**config.mk**
```make
export PLATFORM = sky130hd
export DESIGN_NAME = lane_parity_unit
export DESIGN_NICKNAME = d
export VERILOG_FILES = /design/src/rtl/lane_parity_unit.sv
export SDC_FILE = /design/constraint.sdc
export NUM_CORES = 1
export LEC_CHECK = 0
export ABC_AREA = 1
export BUFFER_PORTS_ARGS = -buffer_cell sky130_fd_sc_hd__buf_2
export CAP_MARGIN = 20
export CORE_MARGIN = 5
export CORE_UTILIZATION = 47
export CTS_CLUSTER_DIAMETER = 60
export DETAILED_ROUTE_END_ITERATION = 8
export PLACE_DENSITY_LB_ADDON = 0.08
export SLEW_MARGIN = 20
export SYNTH_ARGS = -nofsm -noshare
export SYNTH_HDL_FRONTEND = slang
export SYNTH_SLANG_ARGS = --single-unit
export TNS_END_PERCENT = 30
```
**constraint.sdc**
```tcl
create_clock -name clk -period 0.8 [get_ports clk]
set_input_delay 0.12 -clock clk [delete_from_list [all_inputs] [get_ports clk]]
set_output_delay 0.12 -clock clk [all_outputs]
set_load 0.01 [all_outputs]
```
**src/rtl/lane_parity_unit.sv**
```systemverilog
module lane_parity_unit #(
  parameter int LANES  = 8,
  parameter int LANE_W = 8,
  localparam int DW    = LANES * LANE_W
) (
  input  logic             clk,
  input  logic             rst_n,
  input  logic [DW-1:0]    data_i,
  input  logic [LANES-1:0] par_i,
  input  logic [LANES-1:0] be_n_i,
  input  logic             wr_i,
  input  logic             rdy_i,
  input  logic             chk_en_i,
  output logic [LANES-1:0] par_o,
  output logic             chk_n_o,
  output logic [LANES-1:0] lane_err_o,
  output logic             fault_o
);

  logic [LANES-1:0] lane_xor;
  logic [LANES-1:0] bad;
  logic             rd_xfer;

  for (genvar g = 0; g < LANES; g++) begin : g_lane
    assign lane_xor[g] = ^data_i[g*LANE_W +: LANE_W];
    assign bad[g]      = ~be_n_i[g] & (lane_xor[g] ^ par_i[g]);
    assign par_o[g]    = wr_i & ~be_n_i[g] & lane_xor[g];
  end

  assign rd_xfer = rdy_i & ~wr_i;

  always_ff @(posedge clk or negedge rst_n) begin
    if (!rst_n) begin
      lane_err_o <= '0;
      chk_n_o    <= 1'b1;
      fault_o    <= 1'b0;
    end else if (rd_xfer) begin
      lane_err_o <= bad;
      chk_n_o    <= ~|bad;
      fault_o    <= chk_en_i & |bad;
    end
  end

endmodule

```
# Word level (Yosys, flattened, before mapping)
# Index checks and enable logic that the tools add are counted.
# totals
reg_bits	10
in_bits	85
elab_cells	56
# op_classes
bitwise	43
reduce_logical	10
# ops
operator	count
XOR reduction 8 bit	8
bitwise AND 1 bit	26
NOT 1 bit	9
OR reduction 8 bit	1
XOR 1 bit	8
logical NOT 1 bit	1

# Depth between registers and ports, before layout
# Gate-level depths: netlist (run 1).
# logic_depth
word_depth	5
depth_mapped	15

# Worst setup path before layout (run 1)
# No wires, ideal clock.
# synth_timing
path_type	input port to flip-flop
startpoint	input port data_i[40]
endpoint	register fault_o
path_slack_ns	-0.251
setup_time_ns	0.116
arrival_ns	0.935
required_ns	0.684
cell_stages	14
path_buffers	0
path_cell_list	nand2_1 > inv_1 > nor2_2 > nand2_1 > nand2_1 > nand2_2 > nand2_2 > nand2_2 > nand3b_2 > nand2_2 > nor2_2 > nand2_1 > nand2_1 > nand2_1
# synth_between
elab_chain_cells	5
# synth_lines
element	line_no	text
start, declared	8	input logic [DW-1:0] data_i,
XOR reduction 8 bit	25	assign lane_xor[g] = ^data_i[g*LANE_W +: LANE_W];
XOR 1 bit	26	assign bad[g] = ~be_n_i[g] & (lane_xor[g] ^ par_i[g]);
bitwise AND 1 bit	26	
OR reduction 8 bit	40	fault_o <= chk_en_i & |bad;
bitwise AND 1 bit	40	
end signal, assigned	40	
end, declared	17	output logic fault_o
# Every way passes these cells.
# A chain may end at the register's enable or synchronous reset.

# Worst setup path after layout (run 1)
# layout_timing
startpoint	input port data_i[6]
endpoint	output port par_o[0]
# layout_between
elab_chain_cells	2
# layout_lines
element	line_no	text
XOR reduction 8 bit	25	
bitwise AND 1 bit	27	assign par_o[g] = wr_i & ~be_n_i[g] & lane_xor[g];
end, declared	14	output logic [LANES-1:0] par_o,
# Every way passes these cells.

==> qor.csv, run 1 <==
stage;metric;value;unit
outcome;run status;finished with violations;
outcome;failing checks;setup timing;
floorplan;Initial Utilization;0.4821;
synth;Mapped Area;2084;um2
cts;Sink Count;10;
setup_path;Crit path top cell by count;nand2_1;
setup_path;critical path type;input port to output pin;
global_routing;global-route wire length before repair;9225;um
place;Port Buffer Count;102;
setup_path;Critical-path top delay cell;buf_2;
sta;Final period util;1.543;
sta;Hold Fails Final Rpt;0;
sta;RSZ-0062 raised after global routing;yes;
power;VDD IR max;0.0007415;V
detailed_routing;DR vias/cell;4.732;
detailed_routing;TritonRoute pass-1 iters;4;
synth;top post-synthesis cells by area;nand2_1, inv_1, dfrtp_1, nor2_2, nand3b_1;
detailed_routing;drt wl/cell;10.46;um
sta;worst setup margin;-0.4344;ns
sta;Max Slew Vio Count;0;
floorplan;Rows;24;
cts;CTS tree;done;
setup_path;crit-path max FO;3;
synth;top cell type's share of synthesized area;0.5546;
power;Logic pwr share;0.638;
finish;Area growth syn-to-layout;66.87;%
global_routing;GRT Overall Usage;0.1776;
sta;Layout Skew;0;ns
power;Sw Ratio;0.4063;
place;Cell Area, Placed;2763;um2
setup_path;Worst Setup End Kind;output pin;
synth;largest area contributor in the netlist;nand2_1;
floorplan;core box area;4324;um2
cts;Root Buffer;clkbuf_8;
global_routing;pin count of the biggest net entering global routing;11;
power;sequential share of power;0.194;
global_routing;vias in the first global route;2486;
synth;Net Count, Synth;546;
cts;Worst-Skew Late Latency;0.23;ns
sta;Achievable Freq;0.8101;GHz
setup_path;CP Cell Sequence;buf_2, inv_2, nand2_1, nand2_1, nand2_1, nand2_1, nand2_2, nand2_2, buf_6, nand2_2, nor2_1, buf_2;
setup_path;CP arrival;1.11;ns
setup_path;WP buf/inv;4;
synth;Mapped Cells;461;
setup_path;Req. time, crit path;0.68;ns
synth;Distinct cells, synth;17;
floorplan;Die ar.;5867;um2
finish;design area;3478;um2
sta;Period minus WS final;1.234;ns
power;Sw Pwr;1.317;mW
setup_path;Critical Path Source Type;input port;
finish;n_diodes;0;
cts;CTS H-Tree Depth;1;
power;PwrDens;931.9;nW/um2
power;cell internal pwr;1.924;mW
floorplan;Die H;76.60;um
finish;share of layout cells above drive strength 1;0.4564;
detailed_routing;antenna-violating nets left;0;
hold_path;Hold Crit Class;input port to register;
floorplan;Horiz. Die Dim;76.60;um
sta;worst-margin pin slew;0.2260;ns
place;worst slack, placed;-0.5095;ns
detailed_routing;total number of vias;3014;
place;post-detail-place hpwl;4520;um
power;static leakage;2.239;nW
detailed_routing;WL final;6666;um
sta;worst hold slack;0.1808;ns
setup_path;setup slack, reg-to-reg;0.11;ns
synth;Synth Register Bits;10;
detailed_routing;Initial DRC Count;74;
sta;endpoints failing setup;27;
detailed_routing;DR DRC count;0;
synth;sequential cell area fraction in the yosys report;0.1206;
global_routing;remaining global-route overflow;0;
setup_path;crit-path leading delay family;simple AND/OR/NAND/NOR gates;
floorplan;IO Pins;103;
job;Max-Cap Viols;0;
finish;Nets;671;
sta;max_slew headroom;0.8493;
synth;mean area per synthesized cell;4.522;um2
cts;Reg clk slew, reported paths;0.05;ns
cts;cts bufs inserted;3;
power;Clk pwr share;0.168;
setup_path;max incr delay on CP;0.14;ns
cts;clock buffer depth;2;
place;global placement routability congestion;0.7694;
global_routing;initial antenna violation count;0;
power;Power Total;3.242;mW
synth;YS warnings;0;
==> cells in the final DEF, fill, tap and decap left out, types with 6 or more instances in the layout <==
cell,count
dfrtp_1,9
nor2_1,9
buf_8,7
inv_4,8
nand3b_1,9
buf_4,17
buf_6,43
nand2_2,61
inv_2,35
nand2_1,245
nor2_2,16
buf_2,54
inv_1,36
nand2_4,6
==> metrics by stage <==
step	TNS, ns	cells	util
floorplan	-1.107	461	-
global placement	-5.234	624	0.6389
detailed placement	-5.730	624	0.6389
CTS	-4.407	635	0.7040
global route	-6.830	637	0.8044
finish	-5.006	637	0.8044
==> power by group through the flow <==
stage          clock network (mW)  registers (mW)  logic (mW)
2_1_floorplan                   0           0.657       0.851
3_3_place_gp                    0           0.620        1.44
3_5_place_dp                    0           0.621        1.49
4_1_cts                     0.562           0.624        1.68
5_1_grt                     0.597           0.640        2.28
6_report                    0.545           0.630        2.07
==> cells by family (layout without fill, tap and decap cells) <==
logic type | count (synthesis) | after routing | synth area share
xor+xnor | 2 | 2 | 0.008405
simple gates | 359 | 359 | 0.6993
compound gates | 8 | 8 | 0.01921
flops | 10 | 10 | 0.1207
buf+inv | 82 | 206 | 0.1525
==> sequential cells by signal (all words and copies together) (netlist names) <==
signal / count
chk_n_o: 1
fault_o: 1
lane_err_o: 8
==> timing repair <==
action                                  CTS  global route
pin swaps                                34            92
endpoints found under the setup margin   24            28
setup buffers                             6             3
hold buffers                              1             0
resized for setup                        61           159
hold endpoints to repair                 10             0
==> Yosys cell counts <==
library cell and count:
buf_2 1, clkbuf_1 1, dfrtp_1 9, dfstp_2 1, dlymetal6s2s_1 1, inv_1 77
inv_2 2, nand2_1 308, nand2_2 5, nand3_1 3, nand3_2 4, nand3b_1 9
nand3b_2 1, nor2_1 18, nor2_2 11, o21ai_0 8, xnor2_1 2
==> cell type report <==
type                    count  area (um2)
multi-input cells         369        1783
clock buffers               4       45.04
flip-flops and latches     10       251.5
well taps                  52       65.06
fillers                   335       845.8
inverters                  79       316.6
repair buffers            123        1017
==> path summary, 6_finish.rpt <==
path | startpoint | to | cells past startpoint
max in group asynchronous | rst_n | chk_n_o$_DFFE_PN1P_ | 2
max reg2reg | chk_n_o$_DFFE_PN1P_ | chk_n_o$_DFFE_PN1P_ | 2
min | chk_en_i | fault_o$_DFFE_PN0P_ | 5
max | data_i[6] | par_o[0] | 12
min in group asynchronous | rst_n | fault_o$_DFFE_PN0P_ | 2
min reg2reg | chk_n_o$_DFFE_PN1P_ | chk_n_o$_DFFE_PN1P_ | 2
==> worst min-delay path, cell delays in order <==
cell,delay [ns]
buf_2,0.09
inv_1,0.04
nor2_1,0.04
nand2_1,0.05
nand2_1,0.04
==> layer usage <==
| metal | track usage | share of wire | vias up |
|---|---|---|---|
| met3 | 0.06265 | 0.078 | 6 |
| met4 | 0.02098 | 0.0081 | 0 |
| met2 | 0.3253 | 0.54 | 95 |
| met1 | 0.2017 | 0.37 | 1319 |
| met5 | 0 | 0 | - |
| li1 | - | - | 1594 |
(Power assumes the default switching activity.)
==> run 2, diff against run 1 <==
==> constraint.sdc (replaced) <==
create_clock -name clk -period 0.8 [get_ports clk]
set_input_delay 0.08 -clock clk [delete_from_list [all_inputs] [get_ports clk]]
set_output_delay 0.08 -clock clk [all_outputs]
set_load 0.01 [all_outputs]
==> qor.csv, run 2 (same netlist as run 1, synthesis figures left out) <==
stage;metric;value;unit
cts;clock buffer depth;2;
power;Sw Ratio;0.3967;
setup_path;Worst Setup End Kind;output pin;
finish;Area growth syn-to-layout;60.92;%
job;Max-Cap Viols;0;
cts;Worst-Skew Late Latency;0.23;ns
floorplan;Initial Utilization;0.4821;
power;Sw Pwr;1.262;mW
floorplan;Horiz. Die Dim;76.60;um
floorplan;IO Pins;103;
finish;design area;3354;um2
detailed_routing;DR vias/cell;4.634;
cts;Sink Count;10;
floorplan;core box area;4324;um2
global_routing;initial antenna violation count;0;
outcome;failing checks;setup timing;
detailed_routing;WL final;6118;um
power;cell internal pwr;1.920;mW
finish;filler instances;348;
finish;n_diodes;0;
hold_path;Hold Crit Class;input port to register;
finish;Nets;665;
cts;Root Buffer;clkbuf_8;
global_routing;global-route wire length before repair;9439;um
setup_path;Req. time, crit path;0.72;ns
finish;largest registers;lane_err_o (8), chk_n_o (1), fault_o (1);
sta;Final period util;1.377;
global_routing;remaining global-route overflow;0;
place;global placement routability congestion;0.7566;
sta;worst-margin pin slew;0.2215;ns
global_routing;pin count of the biggest net entering global routing;11;
finish;Biggest register;lane_err_o;
detailed_routing;total number of vias;2924;
setup_path;crit-path max FO;3;
finish;max reg flops;8;
power;Logic pwr share;0.605;
place;Cell Area, Placed;2721;um2
setup_path;setup slack, reg-to-reg;0.10;ns
place;post-detail-place hpwl;4562;um
finish;area of the multi-input gates;1764;um2
place;Port Buffer Count;102;
power;PwrDens;948.7;nW/um2
sta;max_slew headroom;0.8523;
finish;commonest cells after routing, fill and taps aside;nand2_1, nand2_2, buf_2;
global_routing;vias in the first global route;2462;
sta;setup TNS;-2.976;ns
sta;Period minus WS final;1.102;ns
place;worst slack, placed;-0.4506;ns
detailed_routing;Initial DRC Count;68;
floorplan;Die H;76.60;um
sta;Layout Skew;0;ns
sta;Achievable Freq;0.9078;GHz
setup_path;critical path type;input port to output pin;
sta;Max Slew Vio Count;0;
floorplan;Die ar.;5867;um2
outcome;run status;finished with violations;
sta;RSZ-0062 raised after global routing;yes;
power;Clk pwr share;0.197;
detailed_routing;antenna-violating nets left;0;
detailed_routing;drt wl/cell;9.696;um
cts;Reg clk slew, reported paths;0.05;ns
cts;CTS tree;done;
sta;worst setup margin;-0.3015;ns
cts;CTS H-Tree Depth;1;
global_routing;GRT Overall Usage;0.1847;
sta;endpoints failing setup;24;
detailed_routing;DR DRC count;0;
sta;Hold Fails Final Rpt;0;
power;sequential share of power;0.197;
cts;cts bufs inserted;3;
finish;register area;251.5;um2
setup_path;Critical Path Source Type;input port;
power;VDD IR max;0.0007836;V
floorplan;Rows;24;
finish;share of layout cells above drive strength 1;0.4456;
finish;commonest non-fill, non-tap cell in the layout;nand2_1;
setup_path;CP arrival;1.02;ns
power;static leakage;2.199;nW
detailed_routing;TritonRoute pass-1 iters;4;
==> run 2: what timing repair did <==
action,CTS,global route
hold endpoints to repair,10,0
buffers inserted,3,0
pin swaps,36,92
endpoints found under the setup margin,20,28
hold buffers,1,0
resized for setup,70,132
==> run 2: critical path, stage by stage <==
cell	delay [ns]
buf_8	0.10
nand2_4	0.06
inv_2	0.04
nor2_4	0.09
nand2_2	0.06
nand2_2	0.06
nand2_2	0.07
nand2_2	0.10
buf_6	0.10
nand2_2	0.03
nor2_1	0.09
buf_2	0.14
==> run 2: power groups by stage <==
stage	Combinational (mW)	Clock [mW]	Sequential (mW)
after floorplan	0.844	0	0.657
after global placement	1.41	0	0.622
after detailed placement	1.46	0	0.624
after CTS	1.64	0.643	0.625
after global routing	2.15	0.677	0.638
final	1.93	0.628	0.628
==> run 2: metrics by stage <==
stage	utilization	hold slack, ns	cells	power, mW
after floorplan	-	-0.2156	461	1.501
after global placement	0.6293	-0.05033	623	2.032
after detailed placement	0.6293	-0.05233	623	2.081
after CTS	0.6997	0.1447	631	2.910
after global routing	0.7758	0.1602	631	3.468
final	0.7758	0.1467	631	3.182
==> run 2: layer usage <==
metal	track usage	vias up	routed length, um
met5	0	-	0
met4	0.04021	0	114
met3	0.05437	17	440
met2	0.3365	83	3204
met1	0.2101	1249	2359
li1	-	1575	-
==> run 2: cell type report <==
type	instances	area share
Inverter	79	0.09288
Clock buffer	4	0.01641
Timing Repair Buffer	117	0.2704
Multi-Input combinational cell	369	0.5259
Tap cell	52	0.01940
Sequential cell	10	0.07497
==> run 2: path summary, 6_finish.rpt <==
kind | from | end | cells past startpoint
min | be_n_i[1] | lane_err_o[1]$_DFFE_PN0P_ | 4
max reg2reg | chk_n_o$_DFFE_PN1P_ | chk_n_o$_DFFE_PN1P_ | 2
max | data_i[40] | par_o[5] | 12
min reg2reg | chk_n_o$_DFFE_PN1P_ | chk_n_o$_DFFE_PN1P_ | 2
min in group asynchronous | rst_n | lane_err_o[2]$_DFFE_PN0P_ | 2
max in group asynchronous | rst_n | chk_n_o$_DFFE_PN1P_ | 2
